--- src/rtl/hdr_lock_pkg.sv ---
package hdr_lock_pkg;

  typedef enum logic [1:0] {
    ST_HUNT   = 2'd0,
    ST_VERIFY = 2'd1,
    ST_LOCKED = 2'd2
  } lock_st_e;

  localparam logic [1:0] HDR_DATA = 2'b01;
  localparam logic [1:0] HDR_CTRL = 2'b10;

  function automatic logic hdr_is_sync(input logic [1:0] h);
    return (h == HDR_DATA) || (h == HDR_CTRL);
  endfunction

endpackage

--- src/rtl/hdr_classify.sv ---
module hdr_classify
  import hdr_lock_pkg::*;
(
  input  logic [1:0] hdr_i,
  input  logic       vld_i,
  input  logic       skip_i,
  output logic       acc_o,
  output logic       good_o,
  output logic       bad_o
);

  logic sync;

  assign sync   = hdr_is_sync(hdr_i);
  assign acc_o  = vld_i & ~skip_i;
  assign good_o = acc_o & sync;
  assign bad_o  = acc_o & ~sync;

endmodule

--- src/rtl/blk_counter.sv ---
module blk_counter #(
  parameter int LIMIT = 64
) (
  input  logic clk_i,
  input  logic rst_ni,
  input  logic clr_i,
  input  logic inc_i,
  output logic last_o
);

  localparam int W = (LIMIT > 1) ? $clog2(LIMIT) : 1;
  localparam logic [W-1:0] TOP = W'(LIMIT - 1);

  logic [W-1:0] cnt_q, cnt_d;

  // last_o flags the increment that completes LIMIT counts; counter wraps
  assign last_o = inc_i & (cnt_q == TOP);

  always_comb begin
    cnt_d = cnt_q;
    if (clr_i)       cnt_d = '0;
    else if (last_o) cnt_d = '0;
    else if (inc_i)  cnt_d = cnt_q + 1'b1;
  end

  always_ff @(posedge clk_i or negedge rst_ni) begin
    if (!rst_ni) cnt_q <= '0;
    else         cnt_q <= cnt_d;
  end

endmodule

--- src/rtl/lock_fsm.sv ---
module lock_fsm
  import hdr_lock_pkg::*;
(
  input  logic     clk_i,
  input  logic     rst_ni,
  input  logic     vld_i,
  input  logic     good_i,
  input  logic     bad_i,
  input  logic     run_hit_i,
  input  logic     err_hit_i,
  output lock_st_e st_o,
  output logic     skip_o,
  output logic     slip_o,
  output logic     ok_o
);

  lock_st_e st_q, st_d;
  logic     skip_q, skip_d;
  logic     slip_q, slip_d;
  logic     ok_q;

  always_comb begin
    st_d   = st_q;
    slip_d = 1'b0;
    unique case (st_q)
      ST_HUNT: begin
        if (bad_i)       slip_d = 1'b1;
        else if (good_i) st_d = run_hit_i ? ST_LOCKED : ST_VERIFY;
      end
      ST_VERIFY: begin
        if (bad_i) begin
          st_d   = ST_HUNT;
          slip_d = 1'b1;
        end else if (run_hit_i) begin
          st_d = ST_LOCKED;
        end
      end
      ST_LOCKED: begin
        if (err_hit_i) begin
          st_d   = ST_HUNT;
          slip_d = 1'b1;
        end
      end
      default: st_d = ST_HUNT;
    endcase
  end

  // the first strobe after a slip may still straddle the old boundary
  always_comb begin
    skip_d = skip_q;
    if (slip_d)     skip_d = 1'b1;
    else if (vld_i) skip_d = 1'b0;
  end

  always_ff @(posedge clk_i or negedge rst_ni) begin
    if (!rst_ni) begin
      st_q   <= ST_HUNT;
      skip_q <= 1'b0;
      slip_q <= 1'b0;
      ok_q   <= 1'b0;
    end else begin
      st_q   <= st_d;
      skip_q <= skip_d;
      slip_q <= slip_d;
      ok_q   <= good_i;
    end
  end

  assign st_o   = st_q;
  assign skip_o = skip_q;
  assign slip_o = slip_q;
  assign ok_o   = ok_q;

endmodule

--- src/rtl/hdr_lock_ctrl.sv ---
module hdr_lock_ctrl
  import hdr_lock_pkg::*;
#(
  parameter int LOCK_RUN = 64,
  parameter int WIN_LEN  = 64,
  parameter int ERR_MAX  = 16
) (
  input  logic       clk_i,
  input  logic       rst_ni,
  input  logic [1:0] hdr_i,
  input  logic       hdr_vld_i,
  output logic       lock_o,
  output logic       slip_o,
  output logic       hdr_ok_o
);

  lock_st_e st;
  logic     locked;
  logic     skip;
  logic     acc, good, bad;
  logic     run_hit, win_hit, err_hit;

  assign locked = (st == ST_LOCKED);

  hdr_classify u_cls (
    .hdr_i  (hdr_i),
    .vld_i  (hdr_vld_i),
    .skip_i (skip),
    .acc_o  (acc),
    .good_o (good),
    .bad_o  (bad)
  );

  // unbroken run of good headers while hunting
  blk_counter #(.LIMIT(LOCK_RUN)) u_run (
    .clk_i  (clk_i),
    .rst_ni (rst_ni),
    .clr_i  (bad | locked),
    .inc_i  (good & ~locked),
    .last_o (run_hit)
  );

  // fixed window of accepted blocks while locked
  blk_counter #(.LIMIT(WIN_LEN)) u_win (
    .clk_i  (clk_i),
    .rst_ni (rst_ni),
    .clr_i  (~locked),
    .inc_i  (acc & locked),
    .last_o (win_hit)
  );

  // bad headers inside the current window
  blk_counter #(.LIMIT(ERR_MAX)) u_err (
    .clk_i  (clk_i),
    .rst_ni (rst_ni),
    .clr_i  (~locked | (win_hit & ~err_hit)),
    .inc_i  (bad & locked),
    .last_o (err_hit)
  );

  lock_fsm u_fsm (
    .clk_i     (clk_i),
    .rst_ni    (rst_ni),
    .vld_i     (hdr_vld_i),
    .good_i    (good),
    .bad_i     (bad),
    .run_hit_i (run_hit),
    .err_hit_i (err_hit),
    .st_o      (st),
    .skip_o    (skip),
    .slip_o    (slip_o),
    .ok_o      (hdr_ok_o)
  );

  assign lock_o = locked;

endmodule

--- config.mk ---
export PLATFORM = sky130hd
export DESIGN_NAME = hdr_lock_ctrl
export DESIGN_NICKNAME = d
export VERILOG_FILES = /design/src/rtl/hdr_lock_pkg.sv /design/src/rtl/hdr_classify.sv /design/src/rtl/blk_counter.sv /design/src/rtl/lock_fsm.sv /design/src/rtl/hdr_lock_ctrl.sv
export SDC_FILE = /design/constraint.sdc
export NUM_CORES = 1
export LEC_CHECK = 0
export BUFFER_PORTS_ARGS = -buffer_cell sky130_fd_sc_hd__buf_2
export CORE_MARGIN = 2
export CORE_UTILIZATION = 45
export DETAILED_ROUTE_END_ITERATION = 8
export HOLD_SLACK_MARGIN = 0.15
export PLACE_DENSITY = 0.74
export SLEW_MARGIN = 15
export SYNTH_ARGS = -nofsm -noshare
export SYNTH_HDL_FRONTEND = slang
export SYNTH_SLANG_ARGS = --single-unit
export TNS_END_PERCENT = 1
--- constraint.sdc ---
create_clock -name clk_i -period 2.7 [get_ports clk_i]
set_input_delay 0.135 -clock clk_i [delete_from_list [all_inputs] [get_ports clk_i]]
set_output_delay 0.135 -clock clk_i [all_outputs]
set_load 0.05 [all_outputs]
Yosys cells after proc, flatten, opt, wreduce, memory -nomap -nowiden
Index checks and enable logic that the tools add are counted.
{"block": "totals", "latchBits": 0, "ff_bits": 21, "mem_count": 0, "in_bits": 5, "mem_bits_rw": 0, "romBits": 0}
{"block": "op_classes", "n_addsub": 3, "div_mod_pow": 0, "magnitude_cmp": 0, "muxes": 21, "mul": 0, "bitwise": 16, "n_eq_ne": 12, "shift": 0, "n_reduce_logical": 7}
{"cell": "6-bit two-way mux", "n": 6}
{"cell": "6-bit by 1-bit adder with 6-bit output, second input constant", "n": 2}
{"cell": "6-bit == test, second input constant", "n": 2}
{"cell": "2-bit two-way mux", "n": 6}
{"cell": "4-bit two-way mux", "n": 3}
{"cell": "1-bit bitwise AND", "n": 10}
{"cell": "2-bit one-hot mux with 3 select lines", "n": 1}
{"cell": "3-bit nonzero test", "n": 2}
{"cell": "4-bit by 1-bit adder with 4-bit output, second input constant", "n": 1}
{"cell": "2-bit by 1-bit == test with 1-bit output, second input constant", "n": 2}
{"cell": "2-bit == test, second input constant", "n": 2}
{"cell": "4-bit == test, second input constant", "n": 1}
{"cell": "1-bit two-way mux", "n": 4}
{"cell": "2-bit != test, second input constant", "n": 2}
{"cell": "1-bit NOT", "n": 4}
{"cell": "4-bit AND reduction", "n": 1}
{"cell": "3-bit by 1-bit != test with 1-bit output, second input constant", "n": 1}
{"cell": "3-bit by 2-bit != test with 1-bit output, second input constant", "n": 1}
{"cell": "2-bit zero test", "n": 1}
{"cell": "2-bit by 1-bit != test with 1-bit output, second input constant", "n": 1}
{"cell": "1-bit OR", "n": 2}
{"cell": "1-bit one-hot mux with 2 select lines", "n": 1}
{"cell": "2-bit nonzero test", "n": 1}
{"cell": "2-bit OR reduction", "n": 1}
{"cell": "1-bit logical OR", "n": 1}

Longest topological paths before layout
{"block": "logic_depth", "ltp_word": 10, "mapped_depth": 5, "ltp_nobuf": 5}

Hierarchy
Synthesis repeated with hierarchy kept, for this count alone.
{"block": "hier_totals", "cells_unflattened": 113, "area_unflattened_um2": 1123.6}
{"module": "blk_counter (u_run ...)", "seq_area_each_um2": 150.1, "instances": 2, "cells_each": 32, "area_per_inst_um2": 317.8}
{"module": "blk_counter (u_err)", "seq_area_each_um2": 100.1, "instances": 1, "cells_each": 22, "area_per_inst_um2": 205.2}
{"module": "lock_fsm", "seq_area_each_um2": 125.1, "instances": 1, "cells_each": 15, "area_per_inst_um2": 203.9}
{"module": "hdr_lock_ctrl", "seq_area_each_um2": 0.0, "instances": 1, "cells_each": 8, "area_per_inst_um2": 51.3}
{"module": "hdr_classify", "seq_area_each_um2": 0.0, "instances": 1, "cells_each": 4, "area_per_inst_um2": 27.5}

Worst setup path after synthesis
Ideal clock, no wire load.
{"block": "synth_timing", "kind": "register to register", "from": "register u_fsm.st_q[1] (netlist: u_fsm.st_o[1])", "to": "register u_err.cnt_q[1]", "setup_time_ps": 140, "stages_incl_launch_ff": 6, "period_less_slack_ps": 1621, "slack_ps": 1079, "required_time_ps": 2560, "path_buffers": 1, "arrival_ps": 1481, "path_cell_list": "dfrtp_1 > nand2b_1 > buf_2 > clkinv_1 > o21ai_0 > o22ai_1"}
{"block": "synth_via", "elab_chain_len": 7, "elab_cells_between_ends": 12, "classes_between": "eq/ne (1); mux (2); bitwise (8); reduce/logical (1)"}
{"item": "from (decl)", "line_no": "lock_fsm.sv:17", "rtl": "lock_st_e st_q, st_d;"}
{"item": "from (signal assigned)", "line_no": "lock_fsm.sv:62", "rtl": "st_q <= st_d;"}
{"item": "2-bit == test (*)", "line_no": "hdr_lock_ctrl.sv:23", "rtl": "assign locked = (st == ST_LOCKED);"}
{"item": "via lock_o", "line_no": "hdr_lock_ctrl.sv:12", "rtl": "output logic lock_o,"}
{"item": "1-bit bitwise AND", "line_no": "hdr_lock_ctrl.sv:57", "rtl": ".inc_i (bad & locked),"}
{"item": "1-bit bitwise AND", "line_no": "blk_counter.sv:17", "rtl": "assign last_o = inc_i & (cnt_q == TOP);"}
{"item": "1-bit NOT", "line_no": "hdr_lock_ctrl.sv:56", "rtl": ".clr_i (~locked | (win_hit & ~err_hit)),"}
{"item": "1-bit bitwise AND", "line_no": "hdr_lock_ctrl.sv:56"}
{"item": "1-bit OR", "line_no": "hdr_lock_ctrl.sv:56"}
{"item": "3-bit nonzero test (no line) / 4-bit two-way mux (equally long branches)"}
{"item": "to (signal assigned)", "line_no": "blk_counter.sv:28", "rtl": "else cnt_q <= cnt_d;"}
{"item": "to (decl)", "line_no": "blk_counter.sv:14", "rtl": "logic [W-1:0] cnt_q, cnt_d;"}
Mark *: on every way through the listed nets, which the timed path passes. The rest lies on a longest branch.
A chain may end at the register's enable or synchronous reset.

Worst setup path after layout
{"block": "layout_timing", "from": "input hdr_vld_i", "to": "register u_err.cnt_q[0]"}
{"block": "layout_via", "elab_chain_len": 8, "elab_cells_between_ends": 12, "classes_between": "mux (2); bitwise (9); reduce/logical (1)"}
{"item": "from (decl)", "line_no": "hdr_lock_ctrl.sv:11", "rtl": "input logic hdr_vld_i,"}
{"item": "1-bit bitwise AND (*)", "line_no": "hdr_classify.sv:15", "rtl": "assign acc_o = vld_i & ~skip_i;"}
{"item": "1-bit bitwise AND", "line_no": "hdr_classify.sv:17", "rtl": "assign bad_o = acc_o & ~sync;"}
{"item": "1-bit bitwise AND", "line_no": "hdr_lock_ctrl.sv:57"}
{"item": "1-bit bitwise AND", "line_no": "blk_counter.sv:17"}
{"item": "1-bit NOT", "line_no": "hdr_lock_ctrl.sv:56"}
{"item": "1-bit bitwise AND", "line_no": "hdr_lock_ctrl.sv:56"}
{"item": "1-bit OR", "line_no": "hdr_lock_ctrl.sv:56"}
{"item": "3-bit nonzero test (no line) / 4-bit two-way mux (equally long branches)"}
Mark *: on every way between the ends. The rest lies on a longest branch, timed or not.

==> out/results.ini <==
[drt]
topRoutingLayerUsed = met4
dr.pass1.iters = 4
routed-wl-met3_um = 74
drtAntennaViolNets = 0
wl_met2_um = 909
drt_iter0_drc = 22
met1_length_um = 955
wl_um = 1980
routedWlPerCell_um = 13.0
drc = 0
vias = 883
via_per_inst = 5.81

[clock_tree]
clock_latency_ps = 310
post_cts_buffers = 0
clock-root-buffer = clkbuf_4
htreeDepth = 1
clk_path_buf_depth = 2
cts_sinks = 21
cts-buffers-inserted = 3
clk_pin_slew_ps = 110
cts_tree = built

[power]
p_leak_uw = 0.000512
irDropWorstVdd_mv = 0.474
power_density_mw_per_mm2 = 690

[setup_path]
crit_required_ps = 2940
rrSetupSlack_ps = 870
crit_path_max_incr_delay_ps = 660
start_kind = input pin
crit_start = hdr_vld_i
slowest_stage = nor2b_1
r2r_cells = 4
critPathCapture = u_err.cnt_q[0]$_DFFE_PN0P_
arrival_ps = 2130
r2r-start = u_fsm.skip_o$_DFFE_PN0P_
reg2reg_to = u_err.cnt_q[0]$_DFFE_PN0P_
path_class = in -> reg
critPathMaxFanout = 13
setup.worst_path.end_class = register
cp_cell_sequence = dlygate4sd3_1 -> buf_2 -> nor2b_1 -> nand2_2 -> or3_1 -> a21oi_1

[yosys]
synthAdderAreaFrac = 0.0351
synth_top_family_by_area = simple AND/OR/NAND/NOR gates
ys_seq_elements = 21
syn_area_per_cell_um2 = 9.37
synth.area.mux_share = 0
synth_ff_type = dfrtp_1
netlist_area_mm2 = 0.00107
synth-xor-area-share = 0.0480
synth.most_common_cell = dfrtp_1
synth_edf_count = 0
ys_seq_area_frac = 0.492
yosys.area_share.simple = 0.246
synthTopCellsByArea = dfrtp_1 49%, nand2_1 5.6%, a21oi_1 5.2%
syn_inst = 114
synth_top_area_share = 0.492
ys_top_cells_by_count = 21 x dfrtp_1, 16 x nand2_1, 11 x a21oi_1
synthArstFlopShare = 1.00
yosysTopAreaCell = dfrtp_1
synthDistinctLibCells = 34
synth_compound_area_frac = 0.156
synth_nets = 122
yosysWarningCount = 0

[die]
die_area_mm2 = 0.00278
ios = 8
rows = 17
fp.coreArea_mm2 = 0.00223
start_util = 0.478
die_y_um = 52.7
die_w_um = 52.7

[job]
cap_violations = 0

[sta]
relSlewSlack = 0.452
period_minus_slack_ps = 1890
slew_violations = 0
worstMarginPinSlew_ps = 820
hold_viol_final = 0
fmax_mhz = 529
tns_ps = 0
post-route-period-util = 0.700
setup_violations = 0
final.setup_skew_ps = 6.25
holdWs_ps = 247
rsz0062_at_grt = false

[min_path]
worstHoldPathType = in -> reg

[placed_design]
io_buffers = 7
hpwl_um = 1390
gp_congestion = 0.859

[global_route]
grt_pass1_vias = 814
track_usage = 0.179
antenna_found_initial = 0
grt_overflow = 0
grt_max_degree = 22
grt_pass1_wl_um = 3570

[finish]
drive_gt1_frac = 0.105
fillers = 210
final_nets = 133
area_growth_pct = 9.60
antenna_cells = 0
multi_input_area_um2 = 518
seqCellArea_um2 = 526

[status]
status = finished, final reports clean

## worst max-delay path: cells and delay by family
family	cells	cell delay [ps]
AND/OR/NAND/NOR	3	1230
buffers and inverters	2	630
AO/OA/AOI/OAI	1	130
## cell type report
| cell class | instances | area share |
|---|---|---|
| sequential | 21 | 0.449 |
| clock buffer | 4 | 0.0224 |
| timing repair buffer | 9 | 0.0470 |
| multi-input combinational | 87 | 0.442 |
| tap | 28 | 0.0299 |
| inverter | 3 | 0.00962 |
## how the worst min path moves through the flow
stage	depth (start not counted)	to	from	slack (ps)
after floorplan	0	u_err.cnt_q[0]$_DFFE_PN0P_	rst_ni	-160
after global placement	1	u_win.cnt_q[2]$_DFFE_PN0P_	rst_ni	120
after detailed placement	1	u_win.cnt_q[5]$_DFFE_PN0P_	rst_ni	130
after CTS	4	u_run.cnt_q[3]$_DFFE_PN0P_	hdr_i[1]	230
after global routing	4	u_run.cnt_q[3]$_DFFE_PN0P_	hdr_i[0]	260
final	4	u_run.cnt_q[3]$_DFFE_PN0P_	hdr_i[1]	250
## metal layers
metal | up-vias | track usage
li1 | 431 | -
met1 | 432 | 0.239
met2 | 15 | 0.269
met3 | 5 | 0.0514
met4 | 0 | 0.0769
met5 | - | 0
## where the power goes
group / internal [µW] / switching [µW] / leakage (µW)
logic: 89.4 / 109 / 0.000226
clock network: 57.7 / 93.2 / 0.0000150
registers: 383 / 75.7 / 0.000271
## timing repair
| item | in CTS | in global routing |
|---|---|---|
| resized for setup | 0 | 0 |
| hold buffers | 2 | 0 |
| hold endpoints to repair | 22 | 0 |
## flip-flops by register name (all words and copies together), names as in the netlist
| register | cells |
|---|---|
| u_run.cnt_q | 6 |
| u_win.cnt_q | 6 |
| u_err.cnt_q | 4 |
| u_fsm.st_o | 2 |
| u_fsm.ok_o | 1 |
| u_fsm.skip_o | 1 |
| u_fsm.slip_o | 1 |
## per-stage QoR
stage | worst slack (ps) | instances | utilization | instance area (µm²) | total power, µW
after floorplan | 1080 | 114 | - | 1070 | 604
after global placement | 938 | 146 | 0.504 | 1120 | 652
after detailed placement | 856 | 146 | 0.504 | 1120 | 658
after CTS | 802 | 152 | 0.524 | 1170 | 820
after global routing | 674 | 152 | 0.524 | 1170 | 876
final | 810 | 152 | 0.524 | 1170 | 807
## layout by cell type (no fill, tap or decap), types with 2 or more instances in the layout
master	count
nand3_1	8
a21oi_1	11
xor2_1	4
buf_2	7
nand3b_1	3
inv_1	2
a311oi_1	2
o22ai_1	2
nand2_1	16
nor2_1	10
o21ai_0	5
ha_1	3
and3_1	3
dlygate4sd3_1	2
clkbuf_4	3
dfrtp_1	21
nand4_1	3
## cells by family after synthesis
kind of cell,count (synthesis)
AND/OR/NAND/NOR,52
AO/OA/AOI/OAI,27
flip-flops,21
buffers and inverters,6
XOR/XNOR,5
adder cells (fa/ha/maj),3
Power figures use the tool's default switching activity.
